[src/rtl/dueling_pkg.sv]
package dueling_pkg;
  typedef enum logic [1:0] {
    CLS_FOLLOW = 2'd0,
    CLS_LRU    = 2'd1,
    CLS_BIP    = 2'd2
  } set_class_e;
endpackage

[src/rtl/dueling_set_classifier.sv]
module dueling_set_classifier #(
  parameter int SET_W = 10
) (
  input  logic [SET_W-1:0]         set_idx,
  output dueling_pkg::set_class_e  set_cls
);
  localparam int HALF = SET_W / 2;

  logic [HALF-1:0] upper_bits;
  logic [HALF-1:0] lower_bits;

  generate
    if ((SET_W % 2) == 0) begin : g_even
      assign upper_bits = set_idx[SET_W-1 -: HALF];
      assign lower_bits = set_idx[HALF-1:0];
    end else begin : g_odd
      // the top bit is left out of the sample match for odd widths
      assign upper_bits = set_idx[SET_W-2 -: HALF];
      assign lower_bits = set_idx[HALF-1:0];
    end
  endgenerate

  always_comb begin
    if (upper_bits == lower_bits)
      set_cls = dueling_pkg::CLS_LRU;
    else if (upper_bits == ~lower_bits)
      set_cls = dueling_pkg::CLS_BIP;
    else
      set_cls = dueling_pkg::CLS_FOLLOW;
  end
endmodule

[src/rtl/dueling_sat_counter.sv]
module dueling_sat_counter #(
  parameter int CTR_W = 10
) (
  input  logic             clk,
  input  logic             rst,
  input  logic             up,
  input  logic             down,
  output logic [CTR_W-1:0] count,
  output logic             top_bit
);
  localparam logic [CTR_W-1:0] CMAX = {CTR_W{1'b1}};
  localparam logic [CTR_W-1:0] CMID = CTR_W'(1) << (CTR_W - 1);

  always_ff @(posedge clk) begin
    if (rst)
      count <= CMID;
    else if (up && !down && count != CMAX)
      count <= count + CTR_W'(1);
    else if (down && !up && count != '0)
      count <= count - CTR_W'(1);
  end

  assign top_bit = count[CTR_W-1];

  // no wrap at the top rail
  a_r8_hold_top: assert property (@(posedge clk) disable iff (rst)
    (up && count == CMAX) |=> count == CMAX);
  // no wrap at the bottom rail
  a_r9_hold_bottom: assert property (@(posedge clk) disable iff (rst)
    (down && count == '0) |=> count == '0);
  // single step up below the rail
  a_r4_step_up: assert property (@(posedge clk) disable iff (rst)
    (up && count != CMAX) |=> count == $past(count) + CTR_W'(1));
  // single step down above the rail
  a_r5_step_down: assert property (@(posedge clk) disable iff (rst)
    (down && count != '0) |=> count == $past(count) - CTR_W'(1));
  // no request, no change
  a_r7_idle_stable: assert property (@(posedge clk) disable iff (rst)
    (!up && !down) |=> $stable(count));
endmodule

[src/rtl/dueling_policy_sel.sv]
module dueling_policy_sel #(
  parameter int SET_W = 10,
  parameter int CTR_W = 10
) (
  input  logic             clk,
  input  logic             rst,
  input  logic             acc_valid,
  input  logic [SET_W-1:0] acc_set,
  input  logic             acc_miss,
  output logic             mode_valid,
  output logic             mode_bip
);
  import dueling_pkg::*;

  set_class_e       cls;
  logic             ctr_up;
  logic             ctr_down;
  logic [CTR_W-1:0] ctr_val;
  logic             ctr_msb;
  logic             mode_next;

  dueling_set_classifier #(.SET_W(SET_W)) u_cls (
    .set_idx (acc_set),
    .set_cls (cls)
  );

  assign ctr_up   = acc_valid && acc_miss && (cls == CLS_LRU);
  assign ctr_down = acc_valid && acc_miss && (cls == CLS_BIP);

  dueling_sat_counter #(.CTR_W(CTR_W)) u_ctr (
    .clk     (clk),
    .rst     (rst),
    .up      (ctr_up),
    .down    (ctr_down),
    .count   (ctr_val),
    .top_bit (ctr_msb)
  );

  always_comb begin
    case (cls)
      CLS_LRU: mode_next = 1'b0;
      CLS_BIP: mode_next = 1'b1;
      default: mode_next = ctr_msb;
    endcase
  end

  always_ff @(posedge clk) begin
    if (rst) begin
      mode_valid <= 1'b0;
      mode_bip   <= 1'b1;
    end else begin
      mode_valid <= acc_valid;
      if (acc_valid)
        mode_bip <= mode_next;
    end
  end

  // every access yields a registered mode one cycle later
  a_r10_valid_follows: assert property (@(posedge clk) disable iff (rst)
    acc_valid |=> mode_valid);
  // LRU sample sets never get bimodal insertion
  a_r2_lru_sample: assert property (@(posedge clk) disable iff (rst)
    (acc_valid && cls == CLS_LRU) |=> !mode_bip);
  // BIP sample sets always get bimodal insertion
  a_r3_bip_sample: assert property (@(posedge clk) disable iff (rst)
    (acc_valid && cls == CLS_BIP) |=> mode_bip);
  // followers take the pre-update counter MSB
  a_r6_follower_msb: assert property (@(posedge clk) disable iff (rst)
    (acc_valid && cls == CLS_FOLLOW) |=> mode_bip == $past(ctr_val[CTR_W-1]));
  // a hit never moves the counter
  a_r7_hit_no_move: assert property (@(posedge clk) disable iff (rst)
    (acc_valid && !acc_miss) |=> $stable(ctr_val));
endmodule

[config.mk]
export PLATFORM = sky130hd
export DESIGN_NAME = dueling_policy_sel
export DESIGN_NICKNAME = d
export VERILOG_FILES = /design/src/rtl/dueling_pkg.sv /design/src/rtl/dueling_set_classifier.sv /design/src/rtl/dueling_sat_counter.sv /design/src/rtl/dueling_policy_sel.sv
export SDC_FILE = /design/constraint.sdc
export NUM_CORES = 1
export LEC_CHECK = 0
export BUFFER_PORTS_ARGS = -buffer_cell sky130_fd_sc_hd__buf_2
export CELL_PAD_IN_SITES_DETAIL_PLACEMENT = 1
export CELL_PAD_IN_SITES_GLOBAL_PLACEMENT = 1
export CORE_UTILIZATION = 45
export CTS_CLUSTER_DIAMETER = 80
export DETAILED_ROUTE_END_ITERATION = 10
export PLACE_DENSITY_LB_ADDON = 0.1
export SLEW_MARGIN = 20
export SYNTH_ARGS = -nofsm -noshare
export SYNTH_HDL_FRONTEND = slang
export SYNTH_HIERARCHICAL = 1
export SYNTH_SLANG_ARGS = --single-unit
[constraint.sdc]
create_clock -name clk -period 5.1 [get_ports clk]
set_clock_uncertainty 0.2 [all_clocks]
set_input_delay 1.02 -clock clk [delete_from_list [all_inputs] [get_ports clk]]
set_output_delay 1.02 -clock clk [all_outputs]
set_load 0.05 [all_outputs]
==> results by group <==
Cells and area
  – Number of diodes added for antenna fixing: 0
  – Number of nets in the finished design: 163
  – Sequential cell area: 240 um2
  – Most common cell after layout, fill and taps aside: buf_2
  – Post-route core utilization: 0.535
  – Fraction of final layout cells sized beyond drive strength 1: 0.241
  – Final std cell area, no fill: 0.00117 mm2
  – Commonest non-fill, non-tap cells in the layout: buf_2 (15), dfxtp_1 (12), nand2_1 (11), nor2_1 (11)
  – Fill cells: 283
  – Combined area of the multi-input logic cells: 762 um2
  – Area growth syn-to-layout: 12.6%

Worst setup path
  – Family of cells with the greatest summed delay on the critical path: simple AND/OR/NAND/NOR gates
  – Buffers & Inverters on Critical Path: 3
  – Launching element type of the critical path: primary input
  – R2R depth: 8
  – Capturing point of the worst reg2reg path: u_ctr/count[6]
  – Setup slack of the worst register-to-register path: 2210 ps
  – Last element of the critical path: u_ctr/count[6]
  – Largest fanout on the critical path: 10
  – Library cell contributing the largest single delay on the critical path: or4_1
  – Endpoint kind of the worst setup timing path: flip-flop
  – Critical path, cell by cell: buf_2 > xnor2_1 > nand2_1 > nor4_2 > inv_1 > ha_1 > and3_2 > inv_1 > o311ai_4 > ha_1 > nor2b_1 > o31a_1 > or4_1 > o2111ai_1 > a21oi_1
  – WP depth: 15
  – Worst EP required: 5080 ps
  – Launch point of the worst path: acc_set[2]
  – Worst R2R Start: u_ctr/count[5]
  – WS Path Type: in2reg
  – Maximum single-stage delay on the critical path: 400 ps
  – Critical path data arrival time: 3930 ps

Flow run
  – Number of maximum-capacitance violations: 0

STA
  – Shortest clock period the worst path allows after layout: 3950 ps
  – Endpoints failing hold: 0
  – Final total negative setup slack: 0 ps
  – RSZ-0062 raised after global routing: no
  – Setup violations, final: 0
  – Number of slew-limit violations in the final report: 0
  – Fmax: 253 MHz
  – Tightest slew margin relative to the limit: 0.638
  – Transition at the pin with the smallest max-transition slack: 541 ps
  – Final period utilization: 0.774

CTS
  – Quantity of hold-fixing buffers added after cts: 0
  – Insertion delay to the later sink of the worst-skew pair: 300 ps
  – Count of H-tree levels built during CTS: 1
  – CTS sink count: 12
  – Total CTS buffers: 3
  – Cell chosen for the clock root: clkbuf_4
  – Setup Fix Bufs, Post-CTS: 0
  – Clock buffer depth: 2
  – Post_cts resized: 0
  – Clock tree from TritonCTS: done
  – Clock transition at the registers of the reported paths: 100 ps

Floorplanning
  – Floorplan die height: 50.1 um
  – Width of the chip: 50.1 um
  – Initial core utilization: 0.475
  – Placeable core region: 0.00219 mm2
  – Boundary Pins: 16
  – Die Outline Area: 0.00251 mm2
  – Number of placement rows: 17

Pwr
  – Power per cell area: 199 mW/mm2
  – Leakage Power: 0.456 nW
  – Worst VDD drop: 0.154 mV

Min path
  – Class of the most critical hold timing path: reg2reg

Place
  – Routability congestion estimate from global placement: 0.836
  – Number of I/O port buffers: 15
  – Half-perimeter wire length after detailed placement: 2090 um
  – DP Area: 0.00113 mm2

Routing
  – Number of nets still failing antenna checks after routing: 0
  – Mean number of vias per cell: 5.98
  – DRC viols: 0
  – Drt wl/cell: 16.5 um
  – Number of vias after detailed routing: 987
  – DRT iter0 DRCs: 3
  – Total wirelength of the detailed-routed design: 2720 um
  – Pre-antenna DRT Iters: 4

Global route
  – Global-route wire length before repair: 4540 um
  – GRT Total Usage: 0.244
  – Number of global-route vias before repair: 991
  – Largest net degree at the start of global routing: 16
  – Number of antenna violations at the first check in global routing: 0
  – Grt ovf: 0

Logic synthesis
  – Synth Instances: 120
  – Post-synthesis cell area: 0.00104 mm2
  – Mean instance size in the synthesized netlist: 8.66 um2
  – Net count after synthesis: 145
  – Warnings, synthesis: 6

Status
  – Status: finished clean
[worst min-delay path by stage]
stage,startpoint,to,slack (ps),depth (start not counted)
2_1_floorplan,u_ctr/count[3],u_ctr/count[3],260,2
3_3_place_gp,mode_bip,mode_bip,280,2
3_5_place_dp,u_ctr/count[6],u_ctr/count[6],300,2
4_1_cts,u_ctr/count[6],u_ctr/count[6],310,2
5_1_grt,u_ctr/count[2],u_ctr/count[2],350,2
6_report,u_ctr/count[2],u_ctr/count[2],310,2
[power by group]
part / leakage [nW] / internal, mW / switching (mW)
Combinational: 0.338 / 0.0215 / 0.0293
Clock: 0.0210 / 0.0435 / 0.0398
Sequential: 0.0972 / 0.0960 / 0.00227
Total: 0.456 / 0.161 / 0.0714
[routing by layer]
metal | global-route usage | vias to the layer above | share of wire
met4 | 0.100 | 0 | 0.013
met3 | 0.0710 | 4 | 0.039
met5 | 0 | - | 0
met2 | 0.422 | 21 | 0.52
met1 | 0.275 | 478 | 0.43
li1 | - | 484 | -
[area by class of cell]
| cell class | instances | share of cell area |
|---|---|---|
| multi-input cells | 100 | 0.651 |
| flip-flops and latches | 12 | 0.205 |
| repair buffers | 15 | 0.0641 |
| clock buffers | 4 | 0.0310 |
| well taps | 28 | 0.0299 |
| inverters | 6 | 0.0192 |
[through the flow]
stage	instances	hold slack [ps]	setup slack, ps	total power, mW
2_1_floorplan	120	262	1220	0.136
3_3_place_gp	161	279	1000	0.149
3_5_place_dp	161	300	823	0.151
4_1_cts	165	314	1140	0.235
5_1_grt	165	345	997	0.245
6_report	165	309	1150	0.232
[sequential cells by signal, summed over array words and instances, names as in the netlist]
name / cells
mode_valid: 1
u_ctr/count: 10
mode_bip: 1
[worst reg2reg max path: stages (launching register included)]
cell and delay, ps:
dfxtp_1 410, nand4_1 180, o311ai_4 550, ha_1 380, nor2b_1 170, o31a_1 280, or4_1 400, o2111ai_1 110
a21oi_1 90
(Power assumes the default switching activity.)
